`src/rtl/emc_pkg.sv`:
```
package emc_pkg;

    // log2 of the number of link clocks per multiblock
    localparam int EMB_SHIFT = 5;

    typedef struct packed {
        logic prev;
    } edge_state_t;

    typedef struct packed {
        logic oneshot;
        logic seen;
        logic err;
    } ref_state_t;

endpackage

```
`src/rtl/emc_edge_det.sv`:
```
module emc_edge_det (
    input  logic clk,
    input  logic rst_n,
    input  logic ref_i,
    output logic edge_o
);
    import emc_pkg::*;

    edge_state_t st_d, st_q;

    always_comb begin
        st_d      = st_q;
        st_d.prev = ref_i;
        edge_o    = ref_i & ~st_q.prev;
    end

    always_ff @(posedge clk) begin
        if (!rst_n) st_q <= '0;
        else        st_q <= st_d;
    end

    // no edge while the reference was already high
    a_r3_single_edge: assert property (@(posedge clk) disable iff (!rst_n)
        (ref_i && edge_o) |=> (ref_i ? !edge_o : 1'b1));
endmodule

```
`src/rtl/emc_counter.sv`:
```
module emc_counter #(
    parameter  int E_W   = 8,
    parameter  int OFS_W = 8,
    localparam int CNT_W = E_W + emc_pkg::EMB_SHIFT
) (
    input  logic             clk,
    input  logic             rst_n,
    input  logic [E_W-1:0]   emb_m1_i,
    input  logic [OFS_W-1:0] ofs_i,
    input  logic             load_i,
    input  logic             clear_i,
    input  logic             seen_i,
    output logic [CNT_W-1:0] cnt_o,
    output logic [CNT_W-1:0] free_nxt_o,
    output logic             end_o
);
    import emc_pkg::*;

    typedef struct packed {
        logic [CNT_W-1:0] cnt;
    } cnt_state_t;

    cnt_state_t       st_d, st_q;
    logic [CNT_W-1:0] last;

    always_comb begin
        last       = {emb_m1_i, {EMB_SHIFT{1'b1}}};
        free_nxt_o = (st_q.cnt >= last) ? '0 : st_q.cnt + 1'b1;
        st_d       = st_q;
        if (clear_i)     st_d.cnt = '0;
        else if (load_i) st_d.cnt = CNT_W'(ofs_i);
        else             st_d.cnt = free_nxt_o;
        cnt_o = st_q.cnt;
        end_o = seen_i && (st_q.cnt == last);
    end

    always_ff @(posedge clk) begin
        if (!rst_n) st_q <= '0;
        else        st_q <= st_d;
    end

    // wrap to zero at the last count
    a_r1_wrap: assert property (@(posedge clk) disable iff (!rst_n)
        (cnt_o == last && !load_i && !clear_i) |=> cnt_o == '0);
    // realignment loads the offset
    a_r4_load: assert property (@(posedge clk) disable iff (!rst_n)
        (load_i && !clear_i) |=> cnt_o == CNT_W'($past(ofs_i)));
    // restart clears the counter
    a_r11_clear: assert property (@(posedge clk) disable iff (!rst_n)
        clear_i |=> cnt_o == '0);
endmodule

```
`src/rtl/emc_ref_mon.sv`:
```
module emc_ref_mon #(
    parameter int OFS_W = 8,
    parameter int CNT_W = 13
) (
    input  logic             clk,
    input  logic             rst_n,
    input  logic             edge_i,
    input  logic             set_i,
    input  logic             contin_i,
    input  logic             relink_i,
    input  logic [CNT_W-1:0] free_nxt_i,
    input  logic [OFS_W-1:0] ofs_i,
    output logic             load_o,
    output logic             oneshot_o,
    output logic             seen_o,
    output logic             err_o
);
    import emc_pkg::*;

    ref_state_t st_d, st_q;

    always_comb begin
        load_o = edge_i & (st_q.oneshot | contin_i);
        st_d   = st_q;
        if (set_i)       st_d.oneshot = 1'b1;
        else if (load_o) st_d.oneshot = 1'b0;
        st_d.seen = st_q.seen | load_o;
        st_d.err  = edge_i & contin_i & st_q.seen & ~relink_i
                  & (free_nxt_i != CNT_W'(ofs_i));
        oneshot_o = st_q.oneshot;
        seen_o    = st_q.seen;
        err_o     = st_q.err;
    end

    always_ff @(posedge clk) begin
        if (!rst_n) st_q <= '{oneshot: 1'b1, seen: 1'b0, err: 1'b0};
        else        st_q <= st_d;
    end

    // one-shot enable drops after acting without a set
    a_r5_autoclear: assert property (@(posedge clk) disable iff (!rst_n)
        (load_o && !set_i) |=> !oneshot_o);
    // detection record is sticky
    a_r10_sticky: assert property (@(posedge clk) disable iff (!rst_n)
        seen_o |=> seen_o);
    // period errors only come from continuous mode
    a_r8_err_mode: assert property (@(posedge clk) disable iff (!rst_n)
        err_o |-> $past(contin_i));
endmodule

```
`src/rtl/emc_align.sv`:
```
module emc_align #(
    parameter  int E_W   = 8,
    parameter  int OFS_W = 8,
    localparam int CNT_W = E_W + emc_pkg::EMB_SHIFT
) (
    input  logic             clk,
    input  logic             rst_n,
    input  logic             sysref_i,
    input  logic [E_W-1:0]   emb_cnt_m1_i,
    input  logic [OFS_W-1:0] align_ofs_i,
    input  logic             oneshot_set_i,
    input  logic             contin_en_i,
    input  logic             relink_i,
    output logic [CNT_W-1:0] emc_o,
    output logic             emb_end_o,
    output logic             oneshot_en_o,
    output logic             await_ref_o,
    output logic             ref_err_o
);
    import emc_pkg::*;

    logic             ref_edge;
    logic             do_load;
    logic             seen;
    logic [CNT_W-1:0] free_nxt;

    emc_edge_det u_edge (
        .clk    (clk),
        .rst_n  (rst_n),
        .ref_i  (sysref_i),
        .edge_o (ref_edge)
    );

    emc_ref_mon #(.OFS_W(OFS_W), .CNT_W(CNT_W)) u_mon (
        .clk        (clk),
        .rst_n      (rst_n),
        .edge_i     (ref_edge),
        .set_i      (oneshot_set_i),
        .contin_i   (contin_en_i),
        .relink_i   (relink_i),
        .free_nxt_i (free_nxt),
        .ofs_i      (align_ofs_i),
        .load_o     (do_load),
        .oneshot_o  (oneshot_en_o),
        .seen_o     (seen),
        .err_o      (ref_err_o)
    );

    emc_counter #(.E_W(E_W), .OFS_W(OFS_W)) u_cnt (
        .clk        (clk),
        .rst_n      (rst_n),
        .emb_m1_i   (emb_cnt_m1_i),
        .ofs_i      (align_ofs_i),
        .load_i     (do_load),
        .clear_i    (relink_i),
        .seen_i     (seen),
        .cnt_o      (emc_o),
        .free_nxt_o (free_nxt),
        .end_o      (emb_end_o)
    );

    assign await_ref_o = ~seen;

    // boundary marker withheld until the reference is seen
    a_r9_end_gated: assert property (@(posedge clk) disable iff (!rst_n)
        emb_end_o |-> !await_ref_o);
    // with both enables off the counter free-runs
    a_r7_ignore: assert property (@(posedge clk) disable iff (!rst_n)
        (!oneshot_en_o && !contin_en_i && !relink_i
         && emc_o < {emb_cnt_m1_i, {EMB_SHIFT{1'b1}}})
        |=> emc_o == $past(emc_o) + 1'b1);
endmodule

```
`config.mk`:
```
export PLATFORM = sky130hd
export DESIGN_NAME = emc_align
export DESIGN_NICKNAME = d
export VERILOG_FILES = /design/src/rtl/emc_pkg.sv /design/src/rtl/emc_edge_det.sv /design/src/rtl/emc_counter.sv /design/src/rtl/emc_ref_mon.sv /design/src/rtl/emc_align.sv
export SDC_FILE = /design/constraint.sdc
export NUM_CORES = 1
export LEC_CHECK = 0
export BUFFER_PORTS_ARGS = -buffer_cell sky130_fd_sc_hd__clkbuf_2
export CAP_MARGIN = 40
export CELL_PAD_IN_SITES_DETAIL_PLACEMENT = 2
export CELL_PAD_IN_SITES_GLOBAL_PLACEMENT = 2
export CORE_MARGIN = 3
export CORE_UTILIZATION = 31
export CTS_CLUSTER_SIZE = 14
export DETAILED_ROUTE_END_ITERATION = 10
export PLACE_DENSITY = 0.83
export SLEW_MARGIN = 20
export SYNTH_ARGS = -nofsm -noshare
export SYNTH_HDL_FRONTEND = slang
export SYNTH_SLANG_ARGS = --single-unit
```
`constraint.sdc`:
```
create_clock -name clk -period 3.8 [get_ports clk]
set_input_delay 0.38 -clock clk [delete_from_list [all_inputs] [get_ports clk]]
set_output_delay 0.38 -clock clk [all_outputs]
set_load 0.01 [all_outputs]
```
=== Word level (Yosys, flattened, before mapping) ===
Index checks and enable logic that the tools add are counted.
W data, S select, Z words.

* Register bits: 17
* Bits of input ports: 22

* Mux-type cells: 2
* Reductions and logical operators: 4
* Order comparisons: 1
* Equality and inequality tests: 2
* Bitwise operators: 12
* $add $sub $neg: 1

{| class="wikitable"
|+ Operator list
! cell !! count
|-
| $add A13 B1 Y13 const B || 1
|-
| $eq A13 B13 Y1 || 1
|-
| $ge A13 B13 Y1 || 1
|-
| $mux W13 || 1
|-
| $ne A13 B8 Y1 || 1
|-
| $mux W8 || 1
|-
| $and A1 B1 Y1 || 6
|-
| $not A1 Y1 || 4
|-
| $reduce_or A2 Y1 || 2
|-
| $reduce_or A3 Y1 || 1
|-
| $or A1 B1 Y1 || 2
|-
| $logic_and A1 B1 Y1 || 1
|}

=== Longest topological paths before layout ===
* Depth in word-level cells: 6
* Mapped depth: 9

=== Modules after synthesis ===
From an unflattened synthesis, not the netlist that was laid out.

* Cell total of the unflattened synthesis: 141
* Area, all modules: 1217.4 µm²

{| class="wikitable"
|+ Modules (own cells, without submodules)
! module !! instances !! area each (µm²) !! seq. area each (µm²) !! cells an instance
|-
| emc_counter || 1 || 972.2 || 260.2 || 115
|-
| emc_ref_mon || 1 || 201.4 || 60.1 || 22
|-
| emc_edge_det || 1 || 40.0 || 20.0 || 3
|-
| emc_align || 1 || 3.8 || 0.0 || 1
|}

=== Least setup slack after synthesis ===
OpenSTA, ideal clock, no wires.

* Kind: input to register
* Start point: input emb_cnt_m1_i[1]
* End point: register u_mon.st_q (netlist bit u_mon.err_o)
* Setup time: 0.123 ns
* Required time: 3.677 ns
* Data arrival time: 1.972 ns
* Cell stages on the path: 9
* Setup slack: 1.705 ns
* Cell sequence: inv_1 ha_1 a211oi_1 nor2_1 o31a_1 nor2_1 nand4_1 a211oi_1 a21oi_2

* Cells in the longest elaborated chain, start to end: 4

{| class="wikitable"
|+ RTL lines
! what !! line !! text
|-
| start: declaration || emc_align.sv:9 || <nowiki>input logic [E_W-1:0] emb_cnt_m1_i,</nowiki>
|-
| $ge A13 B13 Y1 || emc_counter.sv:28 || <nowiki>free_nxt_o = (st_q.cnt >= last) ? '0 : st_q.cnt + 1'b1;</nowiki>
|-
| $mux W13 || emc_counter.sv:28 ||
|-
| $ne A13 B8 Y1 || emc_ref_mon.sv:29 || <nowiki>& (free_nxt_i != CNT_W'(ofs_i));</nowiki>
|-
| $and A1 B1 Y1 || emc_ref_mon.sv:29 ||
|-
| end signal: assignment || emc_ref_mon.sv:36 || <nowiki>if (!rst_n) st_q <= '{oneshot: 1'b1, seen: 1'b0, err: 1'b0};</nowiki>
|-
| end signal: assignment || emc_ref_mon.sv:37 || <nowiki>else st_q <= st_d;</nowiki>
|-
| end: declaration || emc_ref_mon.sv:20 || <nowiki>ref_state_t st_d, st_q;</nowiki>
|}

No other way between the ends.
A chain may end at the register's enable or synchronous reset.

=== Final worst setup path ===
* Start point: register u_cnt.st_q (netlist bit u_cnt.cnt_o[0])
* End point: register u_mon.st_q (netlist bit u_mon.err_o)

* Cells in the longest elaborated chain, start to end: 4
* Elaborated cells between the ends (all ways): 5

{| class="wikitable"
|+ RTL lines
! what !! line !! text
|-
| start: declaration || emc_counter.sv:23 || <nowiki>cnt_state_t st_d, st_q;</nowiki>
|-
| start signal: assignment || emc_counter.sv:39 || <nowiki>else st_q <= st_d;</nowiki>
|-
| $add A13 B1 Y13 or $ge A13 B13 Y1 (tied branches) || emc_counter.sv:28 ||
|-
| $mux W13 * || emc_counter.sv:28 ||
|-
| $ne A13 B8 Y1 * || emc_ref_mon.sv:29 ||
|-
| $and A1 B1 Y1 * || emc_ref_mon.sv:29 ||
|}

Every way passes the cells marked *; elsewhere a longest branch is shown, timed or not.

==> flow_metrics.tcl <==
set metrics [dict create \
    status "finished clean" \
    grt_pass1_vias 1604 \
    cts_hold_buf 0 \
    antenna_found_initial 0 \
    synth_ff_type "dfxtp_1" \
    slew_headroom_pct 63.7 \
    critPathMaxStageDelay_ns 0.46 \
    core_um2 4060 \
    grt_first_pass_wirelength_um 7900 \
    r2r-end "u_mon.err_o" \
    n_antenna_cell 0 \
    r2r_start "u_cnt.cnt_o[0]" \
    nFillCells 497 \
    postCtsSetupBuffers 0 \
    critPathMostFrequentCell "a211oi_1" \
    cp-end-kind "register" \
    cts_resized 0 \
    clkSinkCount 17 \
    grt_usage_pct 19.7 \
    min_to "u_mon.oneshot_o" \
    htree_levels 1 \
    cts_tree "done" \
    reg2reg_depth 8 \
    cts-root-buf "clkbuf_8" \
    dr.pass1.iters 4 \
    synth_cell_types 42 \
    setup_viol 0 \
    finClkSkew_ns 0.000955 \
    layout.nets 240 \
    dp_hpwl_um 3910 \
    vias 1428 \
    crit_chain "ha_1 -> nand4_1 -> nor2_1 -> a41o_1 -> nor4b_1 -> a211oi_1 -> a211oi_1 -> a21oi_2" \
    place_area_um2 1570 \
    io_buffers 38 \
    synthMostInstantiatedCell "nor2_1" \
    required_ns 3.94 \
    synth_area_per_cell_um2 7.85 \
    drtIter0Drc 18 \
    netlist.area_leader.share_pct 25.8 \
    async_flop_share_pct 0 \
    synth_fp_nets 199 \
    finalSetupTns_ns 0 \
    worst_hold_path_type "in2reg" \
    maxSlewViolCount 0 \
    cts_buffer_depth 2 \
    arrival_ns 2.70 \
    min_path_cells 2 \
    fin_area_um2 1610 \
    std_cell_rows 23 \
    cpLargestDelayFamily "simple AND/OR/NAND/NOR gates" \
    reg2reg_setup_slack_ns 1.24 \
    die_h_um 71.2 \
    clk_latency_ns 0.26 \
    synth_area_leaders "dfxtp_1, ha_1, xnor2_1, nor2_1, a21oi_1" \
    top_level_ports 39 \
    die_w_um 71.2 \
    synth_edf_count 0 \
    detail-route-antenna-nets 0 \
    finalCritPeriodShare_pct 67.3 \
    gp_congestion 0.845 \
    dieArea_um2 5070 \
    synthCells 168 \
    crit_fanout 8 \
    worst_path_max_delay_cell "dfxtp_1" \
    rsz0062_at_grt "false" \
    yosysSeqAreaShare_pct 25.8 \
    wl_per_cell_um 18.4 \
    postRouteWirelength_um 4750 \
    path_class "reg2reg" \
    worst_pin_slew_ns 0.541 \
    grt_overflow 0 \
    drive_gt1_share_pct 24.5 \
    drc 0 \
    maxCapViolCount 0 \
    hold_viol 0 \
    ys_ff_latch 17 \
    power_leakage_uw 0.000653 \
    synthTopCellsByCount "nor2_1, dfxtp_1, a21oi_1" \
    fmax_mhz 391 \
    grt_max_degree 14 \
    period_minus_slack_ns 2.56 \
    cts_inserted_buffers 3 \
    initial_utilization_pct 32.5 \
    syn2layout_area_growth_pct 22.4 \
    clkTransAtPathRegs_ns 0.07 \
    synth_warnings 0 \
    ir_drop_uv 197 \
    powerDensity_nw_per_um2 251 \
    synth_largest_area_cell "dfxtp_1" \
    avgViaCountPerCell 5.53 \
    min-delay-start "oneshot_set_i" \
    synth_area_um2 1320 \
    startpoint_type "register" \
    critPathBufInv 0 \
    holdWs_ns 0.317 \
]
## registers in the layout (all words and copies together) (netlist names)
signal,cells
u_cnt.cnt_o,13
u_edge.st_q,1
u_mon.err_o,1
u_mon.oneshot_o,1
u_mon.seen_o,1
## metal layers
layer | GRT usage, % | vias to the layer above | part of all wire (%)
met1 | 21.3 | 697 | 40
met2 | 38.6 | 32 | 55
met4 | 5.43 | 0 | 1.8
li1 | - | 691 | -
met5 | 0 | - | 0
met3 | 3.65 | 8 | 3.8
## through the flow
| stage | utilization (%) | setup WS, ns | power (µW) | instances |
|---|---|---|---|---|
| 5_1_grt | 39.8 | 1.04 | 431 | 258 |
| 2_1_floorplan | - | 1.71 | 235 | 168 |
| 4_1_cts | 39.8 | 1.23 | 410 | 258 |
| 6_report | 39.8 | 1.24 | 405 | 258 |
| 3_3_place_gp | 38.5 | 1.27 | 263 | 253 |
| 3_5_place_dp | 38.6 | 1.22 | 269 | 254 |
## logic make-up (layout without fill, tap and decap cells)
logic type,after synthesis,count (layout),share of synthesized area [%]
simple gates,77,77,32.4
buf+inv,15,55,4.27
fa+ha+maj,9,9,8.54
compound gates,34,34,17.3
xor+xnor,16,16,11.7
flops,17,17,25.8
## power breakdown
group	internal [µW]	switching [µW]	total, µW
sequential	183	7.28	190
clock	72.9	67.1	140
combinational	33.0	41.7	74.6
## worst max-delay path by stage
stage                               start     endpoint  slack (ns)  cells after the start
after detailed placement  emb_cnt_m1_i[1]  u_mon.err_o        1.22                     10
final                      u_cnt.cnt_o[0]  u_mon.err_o        1.24                      8
after global routing       u_cnt.cnt_o[0]  u_mon.err_o        1.04                      8
after floorplan           emb_cnt_m1_i[1]  u_mon.err_o        1.71                      9
after CTS                  u_cnt.cnt_o[0]  u_mon.err_o        1.23                      8
after global placement    emb_cnt_m1_i[1]  u_mon.err_o        1.27                     10
## area by class of cell
class                   count  area, µm²  area share [%]
clock buffers               3       41.3            2.56
multi-input cells         136        922            57.1
inverters                  12       45.0            2.79
clock inverters             1       5.00           0.310
flip-flops and latches     17        340            21.1
repair buffers             39        198            12.2
well taps                  50       62.6            3.88
## cell usage in the layout (no fill, tap or decap), drive strengths merged, types with 3 or more instances in the layout
master   n
o21ai    3
a211oi   3
inv     12
dfxtp   17
xnor2   11
nor4     4
nand3    6
nand2b   3
nand4    6
nor2    23
xor2     4
clkbuf  41
nand2    9
o31ai    5
and4     3
a21oi   14
ha       9
nor3     8
Note: power is estimated with default switching activity, not from simulation.
